--- src/rtl/pld_cell_pkg.sv ---
package pld_cell_pkg;
  typedef enum logic {FF_CAPTURE = 1'b0, FF_TOGGLE = 1'b1} ff_kind_e;
  typedef enum logic {SRC_TERM = 1'b0, SRC_PIN = 1'b1} clk_src_e;
endpackage

--- src/rtl/pld_edge_pick.sv ---
module pld_edge_pick
  import pld_cell_pkg::*;
(
  input  logic     clk,
  input  logic     rst,
  input  clk_src_e src_sel,
  input  logic     pin_clk,
  input  logic     term_clk,
  output logic     tick
);
  logic src_now;
  logic src_last;

  assign src_now = (src_sel == SRC_PIN) ? pin_clk : term_clk;

  always_ff @(posedge clk) begin
    if (rst) src_last <= 1'b0;
    else     src_last <= src_now;
  end

  assign tick = src_now & ~src_last;

  // one rising change produces a single update slot
  assert_single_tick_R2: assert property (@(posedge clk) disable iff (rst)
    tick |=> !tick);
endmodule

--- src/rtl/pld_bit_reg.sv ---
module pld_bit_reg
  import pld_cell_pkg::*;
(
  input  logic     clk,
  input  logic     rst,
  input  logic     tick,
  input  logic     d,
  input  ff_kind_e kind,
  input  logic     clr,
  input  logic     gsp,
  input  logic     pl_en,
  input  logic     pl_val,
  output logic     q
);
  always_ff @(posedge clk) begin
    if (rst)             q <= 1'b0;
    else if (clr)        q <= 1'b0;
    else if (pl_en)      q <= pl_val;
    else if (tick) begin
      if (gsp)                    q <= 1'b1;
      else if (kind == FF_TOGGLE) q <= q ^ d;
      else                        q <= d;
    end
  end

  assert_clear_R5: assert property (@(posedge clk) disable iff (rst)
    clr |=> !q);
  assert_preload_R6: assert property (@(posedge clk) disable iff (rst)
    (!clr && pl_en) |=> (q == $past(pl_val)));
  assert_preset_R7: assert property (@(posedge clk) disable iff (rst)
    (!clr && !pl_en && tick && gsp) |=> q);
  assert_capture_R3: assert property (@(posedge clk) disable iff (rst)
    (!clr && !pl_en && tick && !gsp && kind == FF_CAPTURE) |=> (q == $past(d)));
  assert_toggle_R4: assert property (@(posedge clk) disable iff (rst)
    (!clr && !pl_en && tick && !gsp && kind == FF_TOGGLE) |=> (q == ($past(q) ^ $past(d))));
  assert_hold_R2: assert property (@(posedge clk) disable iff (rst)
    (!clr && !pl_en && !tick) |=> $stable(q));
endmodule

--- src/rtl/pld_term_route.sv ---
module pld_term_route #(
  parameter int NREG = 2
) (
  input  logic [NREG-1:0] sum,
  input  logic            join_en,
  output logic [NREG-1:0] data
);
  assign data[0] = join_en ? (|sum) : sum[0];

  for (genvar i = 1; i < NREG; i++) begin : g_own
    assign data[i] = sum[i];
  end
endmodule

--- src/rtl/pld_out_cell.sv ---
module pld_out_cell
  import pld_cell_pkg::*;
#(
  parameter int NREG = 2
) (
  input  logic            clk,
  input  logic            rst,
  input  logic [NREG-1:0] sum,
  input  logic [NREG-1:0] pt_clk,
  input  logic            pin_clk,
  input  logic [NREG-1:0] pt_ar,
  input  logic            pt_oe,
  input  logic            gsp,
  input  logic            pl_en,
  input  logic [NREG-1:0] pl_val,
  input  logic [NREG-1:0] cfg_t,
  input  logic [NREG-1:0] cfg_pin,
  input  logic            cfg_join,
  input  logic            cfg_reg,
  output logic            pad_out,
  output logic            pad_oe,
  output logic [NREG-1:0] fb
);
  logic [NREG-1:0] data;
  logic [NREG-1:0] tick;

  pld_term_route #(.NREG(NREG)) u_route (
    .sum(sum), .join_en(cfg_join), .data(data)
  );

  for (genvar i = 0; i < NREG; i++) begin : g_reg
    pld_edge_pick u_edge (
      .clk(clk), .rst(rst),
      .src_sel(clk_src_e'(cfg_pin[i])),
      .pin_clk(pin_clk), .term_clk(pt_clk[i]),
      .tick(tick[i])
    );
    pld_bit_reg u_bit (
      .clk(clk), .rst(rst), .tick(tick[i]), .d(data[i]),
      .kind(ff_kind_e'(cfg_t[i])), .clr(pt_ar[i]), .gsp(gsp),
      .pl_en(pl_en), .pl_val(pl_val[i]), .q(fb[i])
    );
  end

  assign pad_out = cfg_reg ? fb[0] : data[0];
  assign pad_oe  = pt_oe;

  // reset leaves every register cleared
  assert_reset_clear_R1: assert property (@(posedge clk)
    rst |=> (fb == '0));
endmodule

--- config.mk ---
export PLATFORM = sky130hd
export DESIGN_NAME = pld_out_cell
export DESIGN_NICKNAME = d
export VERILOG_FILES = /design/src/rtl/pld_cell_pkg.sv /design/src/rtl/pld_edge_pick.sv /design/src/rtl/pld_bit_reg.sv /design/src/rtl/pld_term_route.sv /design/src/rtl/pld_out_cell.sv
export SDC_FILE = /design/constraint.sdc
export NUM_CORES = 1
export LEC_CHECK = 0
export ABC_AREA = 1
export BUFFER_PORTS_ARGS = -buffer_cell sky130_fd_sc_hd__buf_2
export CAP_MARGIN = 25
export CORE_AREA = 3 3 40 42
export CTS_BUF_LIST = sky130_fd_sc_hd__clkbuf_4 sky130_fd_sc_hd__clkbuf_8
export DETAILED_ROUTE_END_ITERATION = 12
export DIE_AREA = 0 0 43 45
export PLACE_DENSITY = 0.62
export SYNTH_ARGS = -nofsm -noshare
export SYNTH_HDL_FRONTEND = slang
export SYNTH_SLANG_ARGS = --single-unit
export TNS_END_PERCENT = 100
--- constraint.sdc ---
create_clock -name clk -period 0.85 [get_ports clk]
set_input_delay 0.17 -clock clk [delete_from_list [all_inputs] [get_ports clk]]
set_output_delay 0.17 -clock clk [all_outputs]
set_load 0.1 [all_outputs]
==> results by group, run 1 <==
Finish
  • Layout cells sized above 1: ~54%
  • Fin area: ~550 sq um
  • Antenna Cells: 0
  • Nets@finish: between 90 and 100
  • Number of fill cells: 131
  • Area growth, synth to finish: 84.52%

Floorplan
  • Chip width: approximately 43 um
  • FP Rows: 13
  • Die height: 45 um
  • Initial cell density of the core: a little under a quarter
  • Die area: 1935 sq um
  • Core ar.: 1285 sq um
  • IO Pins: 24

STA
  • Setup violators final: 4
  • Crit share post-route: 134.8%
  • Worst-Margin Slew: 176.5 ps
  • Fmax: a little under 900 MHz
  • Hold Violations, Final: 0
  • Rel. slew slack: about nine tenths
  • Unrepaired setup endpoints after global routing: true
  • Worst Skew: ~0.048 ps
  • Final Worst Setup Slack: -295.9 ps
  • Tmin final: 1146 ps
  • Slew Viols, Final: 0

Pwr
  • Leak: 0.0003101 uW
  • Worst vdd ir: 388.3 uV
  • Pwr dens: ~1300 nW/um^2

Placed design
  • GPL Wtd Cong: 0.6742
  • HPWL Detailed: about 560 um
  • PortBufs: 21
  • Pre-CTS setup slack: -279.1 ps
  • Cell Area, Placed: ~470 sq um

Hold path
  • Worst hold path class: in -> reg

Detailed routing
  • DRC: 0
  • Total Wirelength: around 760 um
  • Via total after detailed routing: between 300 and 400
  • Via/cell ratio: about 4.0
  • Post-route ant nets: 0
  • Detailed Routing Iterations Pass 1: 2
  • Drt first-iter violations: 10
  • Avg WL per Cell: around 8.3 um

Synthesis
  • Post-synth top area cell: dfxtp_1
  • Async S/R FF share, synth: 0%
  • Syn nets: 69
  • Ys Warns: 0
  • Synth area leaders: dfxtp_1 27%, nand2_1 15%, inv_1 13%
  • Most common cell in the netlist: nand2_1
  • Yosys top cell area share: between 20% and 30%
  • EDFF count, synth: 0
  • Sequential share of the synthesized area: a little over a quarter
  • Mapped Area: 299.0 sq um
  • Mean post-synth cell area: approximately 6.1 sq um
  • Post-Syn Instances: between 40 and 50
  • Top cells by count, synth: 12 x nand2_1, 10 x inv_1, 5 x nand3_1, 5 x nor2_1, 4 x dfxtp_1
  • Unique masters post-synth: 15
  • Main synth FF type: dfxtp_1
  • Yosys reg bits: 4

GRT
  • First-pass GRT wire length: 1145 um
  • Gr usage total: under 10%
  • Total global routing overflow: 0
  • Largest net degree at the start of global routing: 5
  • Initial antenna violation count: 0
  • Via count of the first global-routing pass: 318

Clocking
  • CTS clock-pin slew for the worst setup and hold paths: roughly 40 ps
  • Clock Tree Root: clkbuf_4
  • CTS tree: done
  • Maximum root-to-sink buffer count: 2
  • Clk Latency, worst-skew pair: approximately 230 ps
  • CTS H-tree lvls: 1
  • CTS Hold Buffers Added: 0
  • Clk sinks: 4
  • Total CTS buffers: 3

Worst setup path
  • Critical path arrival: about 1000 ps
  • WP data required: around 680 ps
  • Crit Path Class: reg -> out
  • Worst-path fanout max: 2
  • CP Capture Type: output pin
  • Crit path launch type: flop

Run
  • Max-cap violations: 0

Outcome
  • Failing checks: setup timing
  • Status: finished with violations
cell usage in the layout (no fill, tap or decap), drive strengths merged:
cell type  instances
a21oi              2
and3b              1
buf               27
clkbuf             3
dfxtp              4
inv               10
mux2               1
nand2             12
nand3              5
nand3b             1
nor2               5
nor3               1
o21ai              1
or2                3
where the power goes:
group          switching, uW  internal, uW  leakage (uW)
combinational            147           124      0.000262
clock                   78.4           158     0.0000138
sequential              4.39           202     0.0000339
total                    230           484      0.000310
layer usage:
layer	wire, um	track usage, %	vias to the layer above	share of wire (%)
met5	0	0	-	0
met4	7	9.036	0	0.92
met3	80	2.789	2	11
met2	333	10.18	17	44
met1	338	10.39	146	45
li1	-	-	203	-
stage by stage:
step	hold WS (ps)	utilization, %	cells	setup TNS [ps]	power (uW)
after floorplan	241.3	-	49	-15.69	373.8
after global placement	341.2	36.22	86	-365.8	438.1
after detailed placement	341.2	36.22	86	-390.8	439.2
after CTS	115.6	39.53	89	-726.3	708.1
after global routing	129.6	42.94	91	-1038	749.4
final	123.7	42.94	91	-837.8	713.3
worst paths after layout:
kind	startpoint	end	slack [ps]	cells past startpoint
setup / recovery	g_reg[0].u_bit.q$_SDFFE_PP0P_	pad_out	-300	2
hold / removal	rst	g_reg[1].u_edge.src_last$_SDFF_PP0_	120	2
setup reg to reg	g_reg[0].u_bit.q$_SDFFE_PP0P_	g_reg[0].u_bit.q$_SDFFE_PP0P_	-140	8
hold reg to reg	g_reg[1].u_edge.src_last$_SDFF_PP0_	g_reg[1].u_bit.q$_SDFFE_PP0P_	580	4
cells by family (layout without fill, tap and decap cells):
family / after synthesis / in the layout / share of synthesized area [%]
AOI/OAI and AO/OA: 3 / 3 / 6.273
DFF: 4 / 4 / 26.78
muxes: 1 / 1 / 3.765
buffers and inverters: 13 / 40 / 20.08
and+or+nand+nor: 28 / 28 / 43.10
sequential cells by signal (all words and copies together) (netlist names):
name / count
g.u_edge.src_last: 2
g.u_bit.q: 2
cell type report:
cell class              instances  area, sq um  share of cell area [%]
well taps                      15        18.77                   3.401
clock buffers                   3        22.52                   4.082
inverters                      10        37.54                   6.803
flip-flops and latches          4        82.58                   14.97
repair buffers                 27        202.7                   36.73
multi-input cells              32        187.7                   34.01
worst max-delay path, stage by stage, from the launching register on:
cell and delay [ps]:
dfxtp_2 310, mux2_4 270, buf_12 170
repair_timing:
item / CTS / global route
pin swaps: 0 / 3
setup buffers: 0 / 2
gates resized for setup: 6 / 8
endpoints found under the setup margin: 4 / 5
endpoints found under the hold margin: 0 / 0
(Power assumes the default switching activity.)
==> run 2: changes to the inputs <==
--- a/config.mk
+++ b/config.mk
@@ -13,6 +13,8 @@
 export DETAILED_ROUTE_END_ITERATION = 12
 export DIE_AREA = 0 0 43 45
 export PLACE_DENSITY = 0.62
+export RECOVER_POWER = 100
+export SETUP_SLACK_MARGIN = 0.3
 export SYNTH_ARGS = -nofsm -noshare
 export SYNTH_HDL_FRONTEND = slang
 export SYNTH_SLANG_ARGS = --single-unit
==> run 2 against run 1 <==
Global-route usage grew 0.66 points; clock power is essentially flat; wire length shrank 2.6%; cell count is the same; fmax grew 0.17%; worst setup slack gained 2.0 ps; total power shrank 1.3%; largest cell class unchanged; count of clock-buffer cells in the layout is the same; the run still ends with setup timing left.
==> results by group, run 2 (synthesis gave the netlist of run 1 again) <==
STA
  • Fmax: 874.2 MHz (+0.17%)
  • Worst Skew: 0.09714 ps (+0.04932 ps)
  • Final Worst Setup Slack: -294.0 ps (+1.950 ps)
  • Slew Viols, Final: 0 (unchanged)
  • Tmin final: 1144 ps (-1.950 ps)
  • Unrepaired setup endpoints after global routing: true
  • Worst-Margin Slew: 221.8 ps (+45.31 ps)
  • Crit share post-route: 134.6% (-0.23 points)
  • Setup TNS Final: -850.3 ps (-12.56 ps)
  • Worst hold slack: 135.9 ps (+12.18 ps)
  • Rel. slew slack: 85.06% (-3.1 points)
  • Setup violators final: 4 (unchanged)
  • Hold Violations, Final: 0 (unchanged)

Clocking
  • Clk Latency, worst-skew pair: 230 ps (about the same)
  • Maximum root-to-sink buffer count: 2 (unchanged)
  • CTS Hold Buffers Added: 0 (unchanged)
  • Total CTS buffers: 3 (unchanged)
  • CTS tree: done
  • CTS H-tree lvls: 1 (unchanged)
  • CTS clock-pin slew for the worst setup and hold paths: 40 ps (about the same)
  • Clk sinks: 4 (unchanged)
  • Clock Tree Root: clkbuf_4

Detailed routing
  • Total Wirelength: 739 um (-2.6%)
  • Via total after detailed routing: 367 (-0.27%)
  • DRC: 0 (unchanged)
  • Drt first-iter violations: 4 (-6)
  • Avg WL per Cell: 8.121 um (-2.6%)
  • Via/cell ratio: 4.033 (-0.27%)
  • Detailed Routing Iterations Pass 1: 3 (+1)
  • Post-route ant nets: 0 (unchanged)

Pwr
  • Pwr dens: 1314 nW/um^2 (+1.7%)
  • Leak: 0.0003032 uW (-2.2%)
  • Worst vdd ir: 586.1 uV (+51%)

Worst setup path
  • R2R setup slack: -150 ps (about the same)
  • Crit Path Class: reg -> out
  • CP Capture Type: output pin
  • WP data required: 680 ps (about the same)
  • Worst-path fanout max: 2 (unchanged)
  • Crit path launch type: flop
  • Critical path arrival: 970 ps (about the same)

Floorplan
  • Die height: 45 um (unchanged)
  • Chip width: 43 um (unchanged)
  • Core ar.: 1285 sq um (unchanged)
  • FP Rows: 13 (unchanged)
  • IO Pins: 24 (unchanged)
  • Initial cell density of the core: 23.27% (unchanged)
  • Die area: 1935 sq um (unchanged)

Finish
  • Layout cells sized above 1: 48.68% (-5.3 points)
  • Antenna Cells: 0 (unchanged)
  • Largest regs: g.u_bit.q: 2 flops, g.u_edge.src_last: 2 flops
  • Commonest non-fill, non-tap cells in the layout: 17 x buf_2, 10 x nand2_1, 9 x inv_1
  • Fin area: 535.5 sq um (-2.9%)
  • Commonest non-fill, non-tap cell in the layout: buf_2
  • Number of fill cells: 150 (+15%)
  • Nets@finish: 98 (unchanged)
  • Area growth, synth to finish: 79.08%

GRT
  • Via count of the first global-routing pass: 338 (+6.3%)
  • Gr usage total: 8.909% (+0.66 points)
  • Largest net degree at the start of global routing: 5 (unchanged)
  • Total global routing overflow: 0 (unchanged)
  • Initial antenna violation count: 0 (unchanged)
  • First-pass GRT wire length: 1283 um (+12%)

Outcome
  • Failing checks: setup timing
  • Status: finished with violations

Placed design
  • Pre-CTS setup slack: -278.7 ps (+0.3440 ps)
  • PortBufs: 21 (unchanged)
  • GPL Wtd Cong: 0.7499 (+11%)
  • Cell Area, Placed: 459.2 sq um (-1.3%)
  • HPWL Detailed: 594.1 um (+5.2%)

Hold path
  • Worst hold path class: in -> reg

Run
  • Max-cap violations: 0 (unchanged)
## run 2: changes by cell type in the layout (fill, tap and decap cells not counted), sizes merged
| cell | change |
|---|---|
| clkbuf | +1 |
| buf | -1 |
## run 2: critical path, cell delays in order, from the launching register on
cell and delay (ps):
dfxtp_2 310, mux2_4 270, buf_12 170
## run 2: through the flow
stage | power, uW | cells | util, %
after global placement | 434.4 | 85 | 35.74
after detailed placement | 437.2 | 85 | 35.74
after floorplan | 384.4 | 49 | -
after CTS | 714.1 | 90 | 40.60
after global routing | 747.8 | 91 | 41.67
final | 703.7 | 91 | 41.67
## run 2: cell type report
cell class	count	area, sq um	share of cell area, %
Timing Repair Buffer	27	201.4	37.62
Multi-Input combinational cell	32	172.7	32.24
Tap cell	15	18.77	3.505
Inverter	10	37.54	7.009
Clock buffer	3	22.52	4.206
Sequential cell	4	82.58	15.42
## run 2: what timing repair did
action / CTS / global route
setup buffers: 2 / 1
endpoints found under the setup margin: 5 / 5
gates resized for setup: 7 / 3
## run 2: metal layers
layer	vias up	track usage (%)	wire length, um
li1	202	-	-
met1	144	12.53	323
met2	21	11.08	274
met3	0	3.586	141
met4	0	5.422	0
met5	-	0	0
## run 2: path summary, 6_finish.rpt
check	start	endpoint	cells past startpoint
max reg2reg	g_reg[0].u_bit.q$_SDFFE_PP0P_	g_reg[0].u_bit.q$_SDFFE_PP0P_	8
max	g_reg[0].u_bit.q$_SDFFE_PP0P_	pad_out	2
min	rst	g_reg[1].u_edge.src_last$_SDFF_PP0_	2
min reg2reg	g_reg[1].u_edge.src_last$_SDFF_PP0_	g_reg[1].u_bit.q$_SDFFE_PP0P_	4
## run 2: power by group
part / switching [uW] / internal [uW]
clock network: 77.1 / 158
registers: 4.49 / 202
logic: 141 / 122
